### config.mk
export PLATFORM = sky130hd
export DESIGN_NAME = lic_bank
export DESIGN_NICKNAME = d
export VERILOG_FILES = /design/src/rtl/lic_bank_pkg.sv /design/src/rtl/lic_addr_dec.sv /design/src/rtl/lic_mask_reg.sv /design/src/rtl/lic_route.sv /design/src/rtl/lic_bank.sv
export SDC_FILE = /design/constraint.sdc
export NUM_CORES = 1
export LEC_CHECK = 0
export BUFFER_PORTS_ARGS = -buffer_cell sky130_fd_sc_hd__buf_2
export CORE_MARGIN = 8
export CORE_UTILIZATION = 35
export DETAILED_ROUTE_END_ITERATION = 8
export GPL_TIMING_DRIVEN = 0
export SETUP_SLACK_MARGIN = 0.4
export SYNTH_ARGS = -nofsm -noshare
export SYNTH_HDL_FRONTEND = slang
export SYNTH_HIERARCHICAL = 1
export SYNTH_SLANG_ARGS = --single-unit
### constraint.sdc
create_clock -name clk -period 4.1 [get_ports clk]
set_input_delay 0.82 -clock clk [delete_from_list [all_inputs] [get_ports clk]]
set_output_delay 0.82 -clock clk [all_outputs]
set_load 0.02 [all_outputs]
### src/rtl/lic_bank_pkg.sv
package lic_bank_pkg;

    // Register offsets; the set/clear alias arrangement is decoded as a trio
    localparam logic [7:0] OFS_FIQ_STAT = 8'h08;
    localparam logic [7:0] OFS_FRC      = 8'h14;
    localparam logic [7:0] OFS_FRC_SET  = 8'h18;
    localparam logic [7:0] OFS_FRC_CLR  = 8'h1C;
    localparam logic [7:0] OFS_CEN      = 8'h20;
    localparam logic [7:0] OFS_CEN_SET  = 8'h24;
    localparam logic [7:0] OFS_CEN_CLR  = 8'h28;
    localparam logic [7:0] OFS_CCLS     = 8'h2C;
    localparam logic [7:0] OFS_PEN      = 8'h30;
    localparam logic [7:0] OFS_PEN_SET  = 8'h34;
    localparam logic [7:0] OFS_PEN_CLR  = 8'h38;
    localparam logic [7:0] OFS_PCLS     = 8'h3C;

    // Index of each stored mask in the register array
    localparam int RI_FRC  = 0;
    localparam int RI_CEN  = 1;
    localparam int RI_CCLS = 2;
    localparam int RI_PEN  = 3;
    localparam int RI_PCLS = 4;
    localparam int NREG    = 5;

    typedef struct packed {
        logic ld;
        logic set;
        logic clr;
    } mask_op_t;

    typedef enum logic [2:0] {
        SEL_NONE,
        SEL_FIQ,
        SEL_FRC,
        SEL_CEN,
        SEL_CCLS,
        SEL_PEN,
        SEL_PCLS
    } rsel_t;

endpackage

### src/rtl/lic_addr_dec.sv
module lic_addr_dec
    import lic_bank_pkg::*;
#(
    parameter int AW = 8
) (
    input  logic                      req_valid,
    input  logic                      req_write,
    input  logic [AW-1:0]             req_addr,
    output mask_op_t [NREG-1:0]       ops,
    output rsel_t                     rsel,
    output logic                      rd_en
);

    logic wr;

    always_comb begin
        wr    = req_valid && req_write;
        rd_en = req_valid && !req_write;
        ops   = '0;
        rsel  = SEL_NONE;
        case (req_addr)
            AW'(OFS_FIQ_STAT): rsel = SEL_FIQ;
            AW'(OFS_FRC):     begin rsel = SEL_FRC;  ops[RI_FRC].ld  = wr; end
            AW'(OFS_FRC_SET): begin rsel = SEL_FRC;  ops[RI_FRC].set = wr; end
            AW'(OFS_FRC_CLR): begin rsel = SEL_FRC;  ops[RI_FRC].clr = wr; end
            AW'(OFS_CEN):     begin rsel = SEL_CEN;  ops[RI_CEN].ld  = wr; end
            AW'(OFS_CEN_SET): begin rsel = SEL_CEN;  ops[RI_CEN].set = wr; end
            AW'(OFS_CEN_CLR): begin rsel = SEL_CEN;  ops[RI_CEN].clr = wr; end
            AW'(OFS_CCLS):    begin rsel = SEL_CCLS; ops[RI_CCLS].ld = wr; end
            AW'(OFS_PEN):     begin rsel = SEL_PEN;  ops[RI_PEN].ld  = wr; end
            AW'(OFS_PEN_SET): begin rsel = SEL_PEN;  ops[RI_PEN].set = wr; end
            AW'(OFS_PEN_CLR): begin rsel = SEL_PEN;  ops[RI_PEN].clr = wr; end
            AW'(OFS_PCLS):    begin rsel = SEL_PCLS; ops[RI_PCLS].ld = wr; end
            default:          rsel = SEL_NONE;
        endcase
    end

endmodule

### src/rtl/lic_mask_reg.sv
module lic_mask_reg
    import lic_bank_pkg::*;
#(
    parameter int W = 32
) (
    input  logic         clk,
    input  logic         rst_n,
    input  mask_op_t     op,
    input  logic [W-1:0] wdata,
    output logic [W-1:0] q
);

    typedef struct packed {
        logic [W-1:0] val;
    } mreg_t;

    mreg_t st_d, st_q;

    always_comb begin
        st_d = st_q;
        if (op.ld) begin
            st_d.val = wdata;
        end else if (op.set) begin
            st_d.val = st_q.val | wdata;
        end else if (op.clr) begin
            st_d.val = st_q.val & ~wdata;
        end
    end

    always_ff @(posedge clk) begin
        if (!rst_n) begin
            st_q <= '0;
        end else begin
            st_q <= st_d;
        end
    end

    assign q = st_q.val;

endmodule

### src/rtl/lic_route.sv
module lic_route #(
    parameter int W = 32
) (
    input  logic [W-1:0] irq_in,
    input  logic [W-1:0] frc,
    input  logic [W-1:0] cen,
    input  logic [W-1:0] ccls,
    input  logic [W-1:0] pen,
    output logic [W-1:0] fiq_lines,
    output logic         cpu_irq,
    output logic         cpu_fiq,
    output logic         cop_irq
);

    logic [W-1:0] pend;
    logic [W-1:0] irq_lines;

    always_comb begin
        pend      = irq_in | frc;
        irq_lines = pend & cen & ~ccls;
        fiq_lines = pend & cen & ccls;
        cpu_irq   = |irq_lines;
        cpu_fiq   = |fiq_lines;
        cop_irq   = |(pend & pen);
    end

endmodule

### src/rtl/lic_bank.sv
module lic_bank
    import lic_bank_pkg::*;
#(
    parameter int NLINES = 32,
    parameter int AW     = 8
) (
    input  logic              clk,
    input  logic              rst_n,
    input  logic              req_valid,
    input  logic              req_write,
    input  logic [AW-1:0]     req_addr,
    input  logic [NLINES-1:0] req_wdata,
    output logic [NLINES-1:0] rsp_rdata,
    input  logic [NLINES-1:0] irq_in,
    output logic              cpu_irq,
    output logic              cpu_fiq,
    output logic              cop_irq
);

    typedef struct packed {
        logic [NLINES-1:0] rdata;
    } bus_st_t;

    mask_op_t [NREG-1:0] ops;
    rsel_t               rsel;
    logic                rd_en;
    logic [NLINES-1:0]   regs [NREG];
    logic [NLINES-1:0]   fiq_lines;
    logic [NLINES-1:0]   frc_q, cen_q, ccls_q, pen_q, pcls_q;
    bus_st_t             st_d, st_q;

    lic_addr_dec #(.AW(AW)) u_dec (
        .req_valid (req_valid),
        .req_write (req_write),
        .req_addr  (req_addr),
        .ops       (ops),
        .rsel      (rsel),
        .rd_en     (rd_en)
    );

    for (genvar g = 0; g < NREG; g++) begin : g_mask
        lic_mask_reg #(.W(NLINES)) u_reg (
            .clk   (clk),
            .rst_n (rst_n),
            .op    (ops[g]),
            .wdata (req_wdata),
            .q     (regs[g])
        );
    end

    assign frc_q  = regs[RI_FRC];
    assign cen_q  = regs[RI_CEN];
    assign ccls_q = regs[RI_CCLS];
    assign pen_q  = regs[RI_PEN];
    assign pcls_q = regs[RI_PCLS];

    lic_route #(.W(NLINES)) u_route (
        .irq_in    (irq_in),
        .frc       (frc_q),
        .cen       (cen_q),
        .ccls      (ccls_q),
        .pen       (pen_q),
        .fiq_lines (fiq_lines),
        .cpu_irq   (cpu_irq),
        .cpu_fiq   (cpu_fiq),
        .cop_irq   (cop_irq)
    );

    always_comb begin
        st_d.rdata = '0;
        if (rd_en) begin
            case (rsel)
                SEL_FIQ:  st_d.rdata = fiq_lines;
                SEL_FRC:  st_d.rdata = frc_q;
                SEL_CEN:  st_d.rdata = cen_q;
                SEL_CCLS: st_d.rdata = ccls_q;
                SEL_PEN:  st_d.rdata = pen_q;
                SEL_PCLS: st_d.rdata = pcls_q;
                default:  st_d.rdata = '0;
            endcase
        end
    end

    always_ff @(posedge clk) begin
        if (!rst_n) begin
            st_q <= '0;
        end else begin
            st_q <= st_d;
        end
    end

    assign rsp_rdata = st_q.rdata;

endmodule

**After elaboration in Yosys (flattened, before gate mapping)**

Cells that the tools add are included.

- Register bits after elaboration: 192
- Input bits: 76
- Word-level logic and storage cells: 72

- Eq/ne operators: 18
- Muxes and demuxes: 22
- Bitwise logic cells: 13
- Reduce and logical (&&, ||, !) cells: 13

Operator list:

| kind | count |
|---|---|
| $mux W32 | 9 |
| $and A32 B32 Y32 | 7 |
| $pmux W32 S6 | 1 |
| $or A32 B32 Y32 | 4 |
| $reduce_or A32 Y1 | 3 |
| $eq A8 B6 Y1 const B | 8 |
| $not A32 Y32 | 2 |
| $eq A8 B5 Y1 const B | 3 |
| $pmux W3 S6 | 1 |
| $mux W1 | 11 |
| $eq A3 B3 Y1 const B | 3 |
| $reduce_bool A3 Y1 | 3 |
| $reduce_or A3 Y1 | 3 |
| $eq A8 B4 Y1 const B | 1 |
| $eq A3 B2 Y1 const B | 2 |
| $eq A3 B1 Y1 const B | 1 |
| $logic_and A1 B1 Y1 | 2 |
| $reduce_and A2 Y1 | 1 |
| $logic_not A1 Y1 | 1 |

**Longest topological paths before layout**

- Word-level depth: 5
- Depth in mapped cells: 9
- Gate-level depth less buffers: 6

**Cells and area by module**

Netlist, hierarchy kept.

Modules (own cells, without submodules):

| module | times used | cells an instance | area each (um2) | seq. area each (um2) |
|---|---|---|---|---|
| lic_mask_reg | 5 | 174 | 1566.5 | 640.6 |
| lic_bank | 1 | 251 | 2477.4 | 640.6 |
| lic_route | 1 | 160 | 900.9 | 0.0 |
| lic_addr_dec | 1 | 37 | 222.7 | 0.0 |

**Worst setup path before layout**

OpenSTA, ideal clock, no wires.

- Path kind: input to output
- From: in irq_in[6]
- To: out cpu_fiq
- Arrival time: 2.332 ns
- Path slack: 0.948 ns
- Stages: 4
- Path through: or2_4 -> and3_4 -> or4_1 -> or4_1

- Longest elaborated chain between the ends: 4

Ends and longest elaborated chain:

| element | line | source |
|---|---|---|
| start, declared | lic_bank.sv:14 | `input logic [NLINES-1:0] irq_in,` |
| $or A32 B32 Y32 | lic_route.sv:19 | `pend = irq_in \| frc;` |
| $and A32 B32 Y32 (2 in a row) | lic_route.sv:21 | `fiq_lines = pend & cen & ccls;` |
| named net fiq_lines[6] | lic_bank.sv:28 | `logic [NLINES-1:0] fiq_lines;` |
| $reduce_or A32 Y1 | lic_route.sv:23 | `cpu_fiq = \|fiq_lines;` |
| end, declared | lic_bank.sv:16 | `output logic cpu_fiq,` |

The timed path passes the listed nets, and every way through them passes these cells.

**Worst setup path in the final report**

- From: in irq_in[15]
- To: out cpu_fiq

Same word-level chain as after synthesis.

==> flow_summary.toml <==
[layout]
area_growth_pct = 15.0
drive_gt1_frac = 0.290
final_util = 0.406
nets = 1528
stdcell_count = 1907
diodes = 0

[synth]
yosysTopAreaCell = "dfxtp_1"
synth_cell_types = 48
yosysMostFrequentCell = "nand2_1"
synth-adder-area-share = 0
synth-xor-area-share = 0
netlist_area_mm2 = 0.0114
synth_top_family_by_area = "simple AND/OR/NAND/NOR gates"
yosys-top-cells-count = "nand2_1, dfxtp_1, nand3b_1"
ys_ff_latch = 192
synth_area_per_cell_um2 = 8.67
synthTopCellsByArea = "dfxtp_1, a21boi_2, nand2_1"
ys_seq_area_frac = 0.336
synth-edff-count = 0
yosysWarnings = 6
syn-instance-count = 1318
synth_mux_area_frac = 0.0650
synth_compound_area_frac = 0.244
yosys.area.top_type_share = 0.336
async_flop_share = 0
synthFlopType = "dfxtp_1"
synthSimpleGateAreaFrac = 0.295

[power_and_ir_drop]
power.switching_mw = 1.11
comb_power_share = 0.097
internal_power_mw = 2.92
switching_share = 0.275
ir_worst_vdd_mv = 0.299
power_mw = 4.03
p_clk_frac = 0.419
pwr-share-seq = 0.484
power_density_mw_per_mm2 = 306
power.static_leakage_nw = 4.60

[outcome]
status = "complete, no violations"

[sta]
post-route-period-util = 0.897
worst_slew_pin_slew_ps = 1020
fmax_ghz = 0.272
fin_crit_ps = 3680
setup_tns_ps = 0
hold_violations = 0
clock_skew_ps = 10.2
drv_slew = 0
finalSetupViolations = 0
max-slew-margin-rel = 0.315
whs_ps = 501
rsz0062_at_grt = "no"

[cts]
ctsResizeCount = 0
cts_buffer_depth = 2
path_clk_slew_ps = 70
clock_tree.root_cell = "clkbuf_16"
cts_setup_buffers = 0
cts_buffers = 17
clk_latency_ps = 460
cts_tree = "built"
cts_hold_buffers = 0
clkSinkCount = 192
htree_num_levels = 4

[routing]
drtIter0Drc = 1459
drt-total-wl_um = 44300
first_pass_iters = 8
viasPerCell = 5.76
vias = 10991
wl_per_cell_um = 23.2
drcViolationCount = 0
ant_nets = 0

[place]
gp_congestion = 0.972
io_buffers = 110
dpl.cell_count = 1874
dp_hpwl_um = 32500

[floorplan]
dieArea_mm2 = 0.0387
ios = 111
fp.dieH_um = 197
initial_core_util = 0.353
core-area_mm2 = 0.0324
rows = 66
die_x_um = 197

[worst_setup_path]
critPathKind = "in -> out"
critPathRequiredTime_ps = 3280
critPathMaxFanout = 3
worstPathArrival_ps = 2860
critPathCaptureType = "output port"
crit_path_start_kind = "primary input"

[min_path]
min_path_type = "reg -> reg"

[global_route]
grt-ovfl-total = 0
track_usage = 0.224
grt_pass1_vias = 10513
grt_pass1_wl_um = 65900
antenna_found_initial = 1
grt_start_max_net_pins = 27

[job]
cap_violations = 0
cells by family (layout without fill, tap and decap cells):
kind of cell / count (synthesis) / after routing
AOI/OAI and AO/OA: 294 / 294
buffers and inverters: 108 / 252
other: 1 / 4
and+or+nand+nor: 654 / 654
DFF: 192 / 192
muxes: 69 / 69
power groups by stage:
stage | sequential, mW | clock, mW | combinational [mW]
2_1_floorplan | 1.97 | 0 | 0.226
4_1_cts | 1.95 | 1.72 | 0.375
6_report | 1.95 | 1.69 | 0.391
3_5_place_dp | 1.99 | 0 | 0.373
3_3_place_gp | 1.99 | 0 | 0.364
5_1_grt | 1.95 | 1.78 | 0.421
layout make-up:
| type | instances | area, µm² |
|---|---|---|
| clock buffer | 17 | 425 |
| timing repair buffer | 112 | 563 |
| multi-input combinational | 1021 | 6940 |
| tap | 442 | 553 |
| inverter | 8 | 30.0 |
| clock inverter | 15 | 154 |
| sequential | 192 | 3840 |
| buffer | 100 | 646 |
| fill | 3345 | 19200 |
cells in the final DEF, fill, tap and decap left out, drive strengths merged, types with 6 or more instances in the layout:
cell	n
o21ai	28
a221oi	29
a22oi	15
a2bb2oi	12
a211oi	12
a21boi	160
buf	186
mux2	42
clkbuf	43
nor4	10
nand3b	166
o22ai	16
nor2	27
a311oi	11
a21oi	6
or2	40
inv	13
nand4	7
nor2b	6
dfxtp	192
mux2i	27
nand2	353
and3	25
metal layers:
layer / global-route usage / up-vias / routed length (µm)
met3: 0.0652 / 129 / 4690
met4: 0.101 / 2 / 1910
met1: 0.291 / 5295 / 18500
met5: 0 / - / 9
li1: - / 4926 / -
met2: 0.342 / 639 / 19200
final timing paths:
kind | start | endpoint | slack (ps) | cells past startpoint
max | irq_in[15] | cpu_fiq | 420 | 7
min | flop | flop | 500 | 2
max reg2reg | flop | rsp_rdata[9] | 2490 | 4
min reg2reg | flop | flop | 500 | 2
stage by stage:
stage	instance area [µm²]	setup slack (ps)
after floorplan	11400	948
after global placement	12500	290
after detailed placement	12600	259
after CTS	13100	525
after global routing	13200	436
final	13200	422
critical path, cell delays in order:
cell	delay, ps
buf_2	90
or2_1	350
and3_1	330
nor4_1	310
nand3_1	140
or4_1	610
buf_2	200
Power figures use the tool's default switching activity.
